==> src/rtl/blkpad_xor.sv <==
`timescale 1ns/1ps
module blkpad_xor #(
  parameter logic [127:0] KEY        = 128'h2B7E_1516_28AE_D2A6_ABF7_1588_09CF_4F3C,
  parameter logic [63:0]  PAD_CONST  = 64'hA5C3_5A3C_0FF0_9669,
  parameter int           HALF_BYTES = 16
) (
  input  logic         clk,
  input  logic         rst_n,
  input  logic         start,
  input  logic [31:0]  blk_addr,
  input  logic [31:0]  seq_num,
  input  logic [255:0] data_in,
  output logic [255:0] data_out,
  output logic [1:0]   half_ready,
  output logic         done,
  output logic         busy,
  output logic [127:0] pad_lo,
  output logic [127:0] pad_hi,
  output logic         ciph_start,
  output logic [127:0] ciph_key,
  output logic [127:0] ciph_in,
  input  logic         ciph_done,
  input  logic [127:0] ciph_out
);
  localparam logic [31:0] HALF_OFS = 32'(HALF_BYTES);

  typedef enum logic [1:0] {S_IDLE, S_WAIT0, S_WAIT1} st_t;
  st_t          st;
  logic [31:0]  addr_q, seq_q;
  logic [255:0] din_q;

  function automatic logic [127:0] spad(input logic [31:0] a, input logic [31:0] s);
    return {a, s, PAD_CONST};
  endfunction

  assign busy     = (st != S_IDLE);
  assign ciph_key = KEY;

  always_ff @(posedge clk) begin
    if (!rst_n) begin
      st         <= S_IDLE;
      addr_q     <= '0;
      seq_q      <= '0;
      din_q      <= '0;
      data_out   <= '0;
      pad_lo     <= '0;
      pad_hi     <= '0;
      half_ready <= '0;
      done       <= 1'b0;
      ciph_start <= 1'b0;
      ciph_in    <= '0;
    end else begin
      ciph_start <= 1'b0;
      done       <= 1'b0;
      case (st)
        S_IDLE: if (start) begin
          addr_q     <= blk_addr;
          seq_q      <= seq_num;
          din_q      <= data_in;
          half_ready <= 2'b00;
          ciph_in    <= spad(blk_addr, seq_num);
          ciph_start <= 1'b1;
          st         <= S_WAIT0;
        end
        S_WAIT0: if (ciph_done) begin
          pad_lo          <= ciph_out;
          data_out[127:0] <= din_q[127:0] ^ ciph_out;
          half_ready[0]   <= 1'b1;
          ciph_in         <= spad(addr_q + HALF_OFS, seq_q);
          ciph_start      <= 1'b1;
          st              <= S_WAIT1;
        end
        S_WAIT1: if (ciph_done) begin
          pad_hi            <= ciph_out;
          data_out[255:128] <= din_q[255:128] ^ ciph_out;
          half_ready[1]     <= 1'b1;
          done              <= 1'b1;
          st                <= S_IDLE;
        end
        default: st <= S_IDLE;
      endcase
    end
  end

  AST_REQ_PULSE: assert property (@(posedge clk) disable iff (!rst_n)
    ciph_start |=> !ciph_start);
  AST_REQ_BUSY: assert property (@(posedge clk) disable iff (!rst_n)
    ciph_start |-> busy);
  AST_ACCEPT: assert property (@(posedge clk) disable iff (!rst_n)
    (!busy && start) |=> (busy && half_ready == 2'b00));
  AST_READY_ORDER: assert property (@(posedge clk) disable iff (!rst_n)
    half_ready[1] |-> half_ready[0]);
  AST_DONE_FULL: assert property (@(posedge clk) disable iff (!rst_n)
    done |-> (half_ready == 2'b11 && !busy));
  AST_CIN_STABLE: assert property (@(posedge clk) disable iff (!rst_n)
    (busy && !ciph_done) |=> $stable(ciph_in));
  AST_PAD_HOLD: assert property (@(posedge clk) disable iff (!rst_n)
    (!busy && !start) |=> ($stable(pad_lo) && $stable(pad_hi) && $stable(data_out)));
endmodule

==> config.mk <==
export PLATFORM = sky130hd
export DESIGN_NAME = blkpad_xor
export DESIGN_NICKNAME = d
export VERILOG_FILES = /design/src/rtl/blkpad_xor.sv
export SDC_FILE = /design/constraint.sdc
export NUM_CORES = 2
export LEC_CHECK = 0
export BUFFER_PORTS_ARGS = -buffer_cell sky130_fd_sc_hd__buf_2
export CAP_MARGIN = 30
export CORE_AREA = 2 2 480 482
export DETAILED_ROUTE_END_ITERATION = 10
export DIE_AREA = 0 0 482 484
export GPL_ROUTABILITY_DRIVEN = 0
export GPL_TIMING_DRIVEN = 0
export RECOVER_POWER = 100
export SLEW_MARGIN = 20
export SYNTH_ARGS = -nofsm -noshare
export SYNTH_HDL_FRONTEND = slang
export SYNTH_SLANG_ARGS = --single-unit
export TNS_END_PERCENT = 1
==> constraint.sdc <==
create_clock -name clk -period 2 [get_ports clk]
set_input_delay 0.4 -clock clk [delete_from_list [all_inputs] [get_ports clk]]
set_output_delay 0.4 -clock clk [all_outputs]
set_load 0.02 [all_outputs]
# --- After elaboration in Yosys (flattened, before gate mapping) ---
# Cells that the tools add are included.
word_totals:
  mem_bits_rw: 0
  latchBits: 0
  in_bits: 452
  rom_bits: 0
  output_inout_bits: 773
  register_bits: 966
  n_memories: 0
  elab_cells: 46
op_classes:
  n_mux: 14
  n_lt_le_gt_ge: 0
  n_reduce_logical: 11
  eq_ne: 5
  div_mod_pow: 0
  n_mul: 0
  add_sub_neg: 1
  n_shift: 0
  bitwise_logic: 2
op_table:
  columns: ["operator", "n"]
  rows:
  - ["$mux 128", 2]
  - ["$pmux 128 s2", 1]
  - ["$xor 128x128->128", 2]
  - ["$add 32x5->32 const B", 1]
  - ["$reduce_and 3->1", 3]
  - ["$mux 2", 4]
  - ["$reduce_and 2->1", 4]
  - ["$ne 2x2->1 const B", 3]
  - ["$pmux 1 s2", 3]
  - ["$pmux 2 s3", 1]
  - ["$reduce_bool 2->1", 3]
  - ["$mux 1", 3]
  - ["$eq 2x1->1 const B", 1]
  - ["$eq 2x2->1 const B", 1]
  - ["$logic_not 2->1", 1]

# --- Depth between registers and ports, before layout ---
depth:
  ltp_word: 3
  depth_mapped: 8
  ltp_nobuf: 5

# --- Worst setup path after synthesis ---
# OpenSTA, ideal clock, no wires.
synth_timing:
  kind: "input port to flip-flop"
  from: "in ciph_done"
  to: "reg ciph_in[100]"
  arrival_time_ps: 1705
  path_buffers: 4
  slack_ps: 179
  t_required_ps: 1884
  cell_stages: 7
  setup_time_ps: 116
  path_cell_list: "buf_2 > mux2_2 > and2_1 > clkbuf_1 > buf_2 > buf_1 > o211a_1"
synth_via:
  elab_chain_cells: 2
synth_rtl:
  columns: ["item", "line", "source"]
  rows:
  - ["from (decl)", "22", "input logic ciph_done,"]
  - ["$ne 2x2->1 (no source line)", null, null]
  - ["$reduce_and 3->1 (no source line)", null, null]
  - ["to (signal assigned)", "61", "ciph_in <= spad(blk_addr, seq_num);"]
  - ["to (signal assigned)", "69", "ciph_in <= spad(addr_q + HALF_OFS, seq_q);"]
  - ["to (decl)", "21", "output logic [127:0] ciph_in,"]
# No other way between the ends.
# A chain may end at the register's enable or synchronous reset.

# --- Final worst setup path ---
layout_timing:
  from: "reg st[0]"
  to: "out busy"
layout_via:
  elab_chain_cells: 1
layout_rtl:
  columns: ["item", "line", "source"]
  rows:
  - ["from (decl)", "28", "st_t st;"]
  - ["from (signal assigned)", "41", "st <= S_IDLE;"]
  - ["from (signal assigned)", "63", "st <= S_WAIT0;"]
  - ["from (signal assigned)", "71", "st <= S_WAIT1;"]
  - ["$reduce_bool 2->1", "36", "assign busy = (st != S_IDLE);"]
  - ["to (decl)", "16", "output logic busy,"]
# No other way between the ends.

==> out/results.ini <==
[outcome]
status=finished, violations left
violations=setup timing

[detailed_routing]
ant_nets=0
drt-initial-drc-count=2662
drt_pass1_iterations=8
viasPerCell=4.142
wirelength_um=231200
num_vias=38210
avgRoutedWirePerCell_um=25.06
route.detailed.drc=0

[global_route]
antenna_found_initial=62
grt_pass1_vias=37800
grt_pass1_wl_um=305700
overflow=0
track_usage_pct=18.96
grt_max_degree=24

[timing]
hold_viol_final=0
fin_skew_ps=38.63
hold_slack_ps=76.59
fin_crit_sh_pct=103.7
max_freq_ghz=0.4823
worst_slack_ps=-73.55
slew_headroom_pct=39.45
rsz0062_at_grt=yes
drv_slew=0
worst_slew_pin_slew_ps=908.3
period_minus_slack_ps=2074
setup_violations=5

[setup_path]
crit_type=reg -> out
start_kind=register
crit_path_end_kind=output pin
arrival_ps=1670
cp_max_fo=10
required_ps=1600

[die]
ioPinCount=1225
core_area_mm2=0.2286
die-area_mm2=0.2333
die_h_um=484
rows=176
fp.dieW_um=482
initial_core_util_pct=16.39

[power]
p_sw_share_pct=29.83
pwr-share-seq_pct=40.6
power-per-cell-area_mw_per_mm2=851.5
p_clk_share_pct=42.7
combPwrFrac_pct=16.7
p_switching_mw=14.44
intPower_mw=33.95
irDropWorstVdd_uv=627.9
leakagePower_nw=26.49

[finish]
layout-drive-gt1-share_pct=26.83
layout.nets=6532
synthToLayoutAreaGrowth_pct=51.73
finalNonFillerCells=9225

[yosys]
syn_area_mm2=0.03745
postSynthAreaPerCell_um2=8.765
yosysTopAreaCellShare_pct=48.26
yosysSeqAreaShare_pct=48.26
syn_inst=4273
synth_cell_type_count=53
async_flop_share_pct=0
ys_top_cells_by_area=dfxtp_1, nand2_1, a21boi_0, o211a_1, xnor2_1
synth_edf_count=0
ys_ff_latch=903
ys.flop_type=dfxtp_1
synth.largest_area_cell=dfxtp_1
ys_warn_count=0

[run]
maxCapViolations=0

[placement]
placedCellCount=8550
hpwl_um=189700
place_ws_ps=-1312
numPortBuffers=1062

[clock_tree]
root_buffer=clkbuf_16
clock_sinks=903
path_clk_slew_ps=60
cts_tree=built
clk_latency_ps=790
htree_levels=3
clockBufferDepth=3
cts_buffers=107

[hold_path]
hp-class=in -> reg

metrics by stage:
stage / cell area (um^2) / utilization [%] / total power [mW] / TNS (ps)
after floorplan: 38050 / - / 23.49 / 0
after global placement: 47150 / 20.63 / 26.90 / -1640380
after detailed placement: 47810 / 20.92 / 27.15 / -556580
after CTS: 56550 / 24.74 / 48.88 / -2408
after global routing: 56800 / 24.85 / 50.13 / -6932
final: 56830 / 24.86 / 48.39 / -119.6
synth_stat cells (all sizes together) (7+ instances only):
cell type,count
a21boi,578
and2,10
and4,8
buf,265
clkbuf,247
dfxtp,903
inv,12
nand2,1491
nand3,55
nand4,8
nor2b,7
nor3,11
o211a,294
o211ai,16
o21ai,16
or4b,10
xnor2,261
cells by family after synthesis:
group           after synthesis  share of synthesized area (%)
buf+inv                     525                          7.346
fa+ha+maj                     1                        0.03340
compound gates              941                          20.72
simple gates               1634                          17.35
xor+xnor                    264                          6.173
other cells                   2                        0.02005
mux                           3                        0.08351
flops                       903                          48.26
worst paths after layout:
path / from / endpoint / slack, ps / depth (start not counted)
setup / recovery: st[0] / busy / -70 / 4
setup reg to reg: st[0] / din_q[45] / -30 / 8
hold reg to reg: pad_hi[106] / pad_hi[106] / 460 / 2
hold / removal: ciph_out[1] / pad_hi[1] / 80 / 3
layout make-up:
cell class              instances  area, um^2
well taps                    3026        3786
repair buffers               1541       10520
diodes                         37       92.59
flip-flops and latches        903       18090
plain buffers                 510        3333
clock inverters                46       636.9
fillers                     24740      171800
inverters                      13       53.80
multi-input cells            3003       17300
clock buffers                 146        3005
timing repair:
item                                    CTS  global route
hold endpoints to repair                595             0
resized for setup                       246           110
gates cloned                              0             2
endpoints found under the setup margin  919           541
hold buffers                            436             0
pin swaps                                 1             3
setup buffers                             4             5
worst max-delay path: stages, from the launching register on:
cell	delay [ps]
dfxtp_2	360
buf_6	170
nor2_2	60
inv_1	130
buf_4	180
cell usage in the layout (no fill, tap or decap), types with 28 or more instances in the layout:
cell type | netlist | layout
nand2_1 | 1491 | 1486
buf_4 | 191 | 219
clkbuf_1 | 247 | 188
diode_2 | 0 | 37
clkbuf_2 | 0 | 82
o211a_1 | 294 | 294
nand3_1 | 55 | 54
xnor2_1 | 261 | 261
dlygate4sd3_1 | 0 | 436
dfxtp_1 | 903 | 891
buf_6 | 0 | 35
clkbuf_16 | 0 | 114
a21boi_0 | 578 | 578
clkbuf_4 | 0 | 28
buf_2 | 51 | 1025
conb_1 | 2 | 160
sequential cells by signal, summed over array words and instances (netlist names):
register	flops
ciph_start	1
din_q	256
done	1
seq_q	32
ciph_in	65
pad_hi	128
data_out	256
st	2
addr_q	32
pad_lo	128
half_ready	2
routing by layer:
metal	GRT usage, %	vias up	routed length, um
met3	7.142	495	25390
li1	-	17480	-
met1	21.98	18230	90030
met4	9.968	6	13020
met5	0	-	34
met2	30.17	2000	102700
power by group through the flow:
stage	clock network [mW]	logic (mW)	registers, mW
6_report	20.7	8.09	19.6
3_3_place_gp	0	6.94	20.0
3_5_place_dp	0	7.17	20.0
2_1_floorplan	0	3.10	20.4
4_1_cts	21.2	8.13	19.6
5_1_grt	21.8	8.67	19.7
Power figures use the tool's default switching activity.
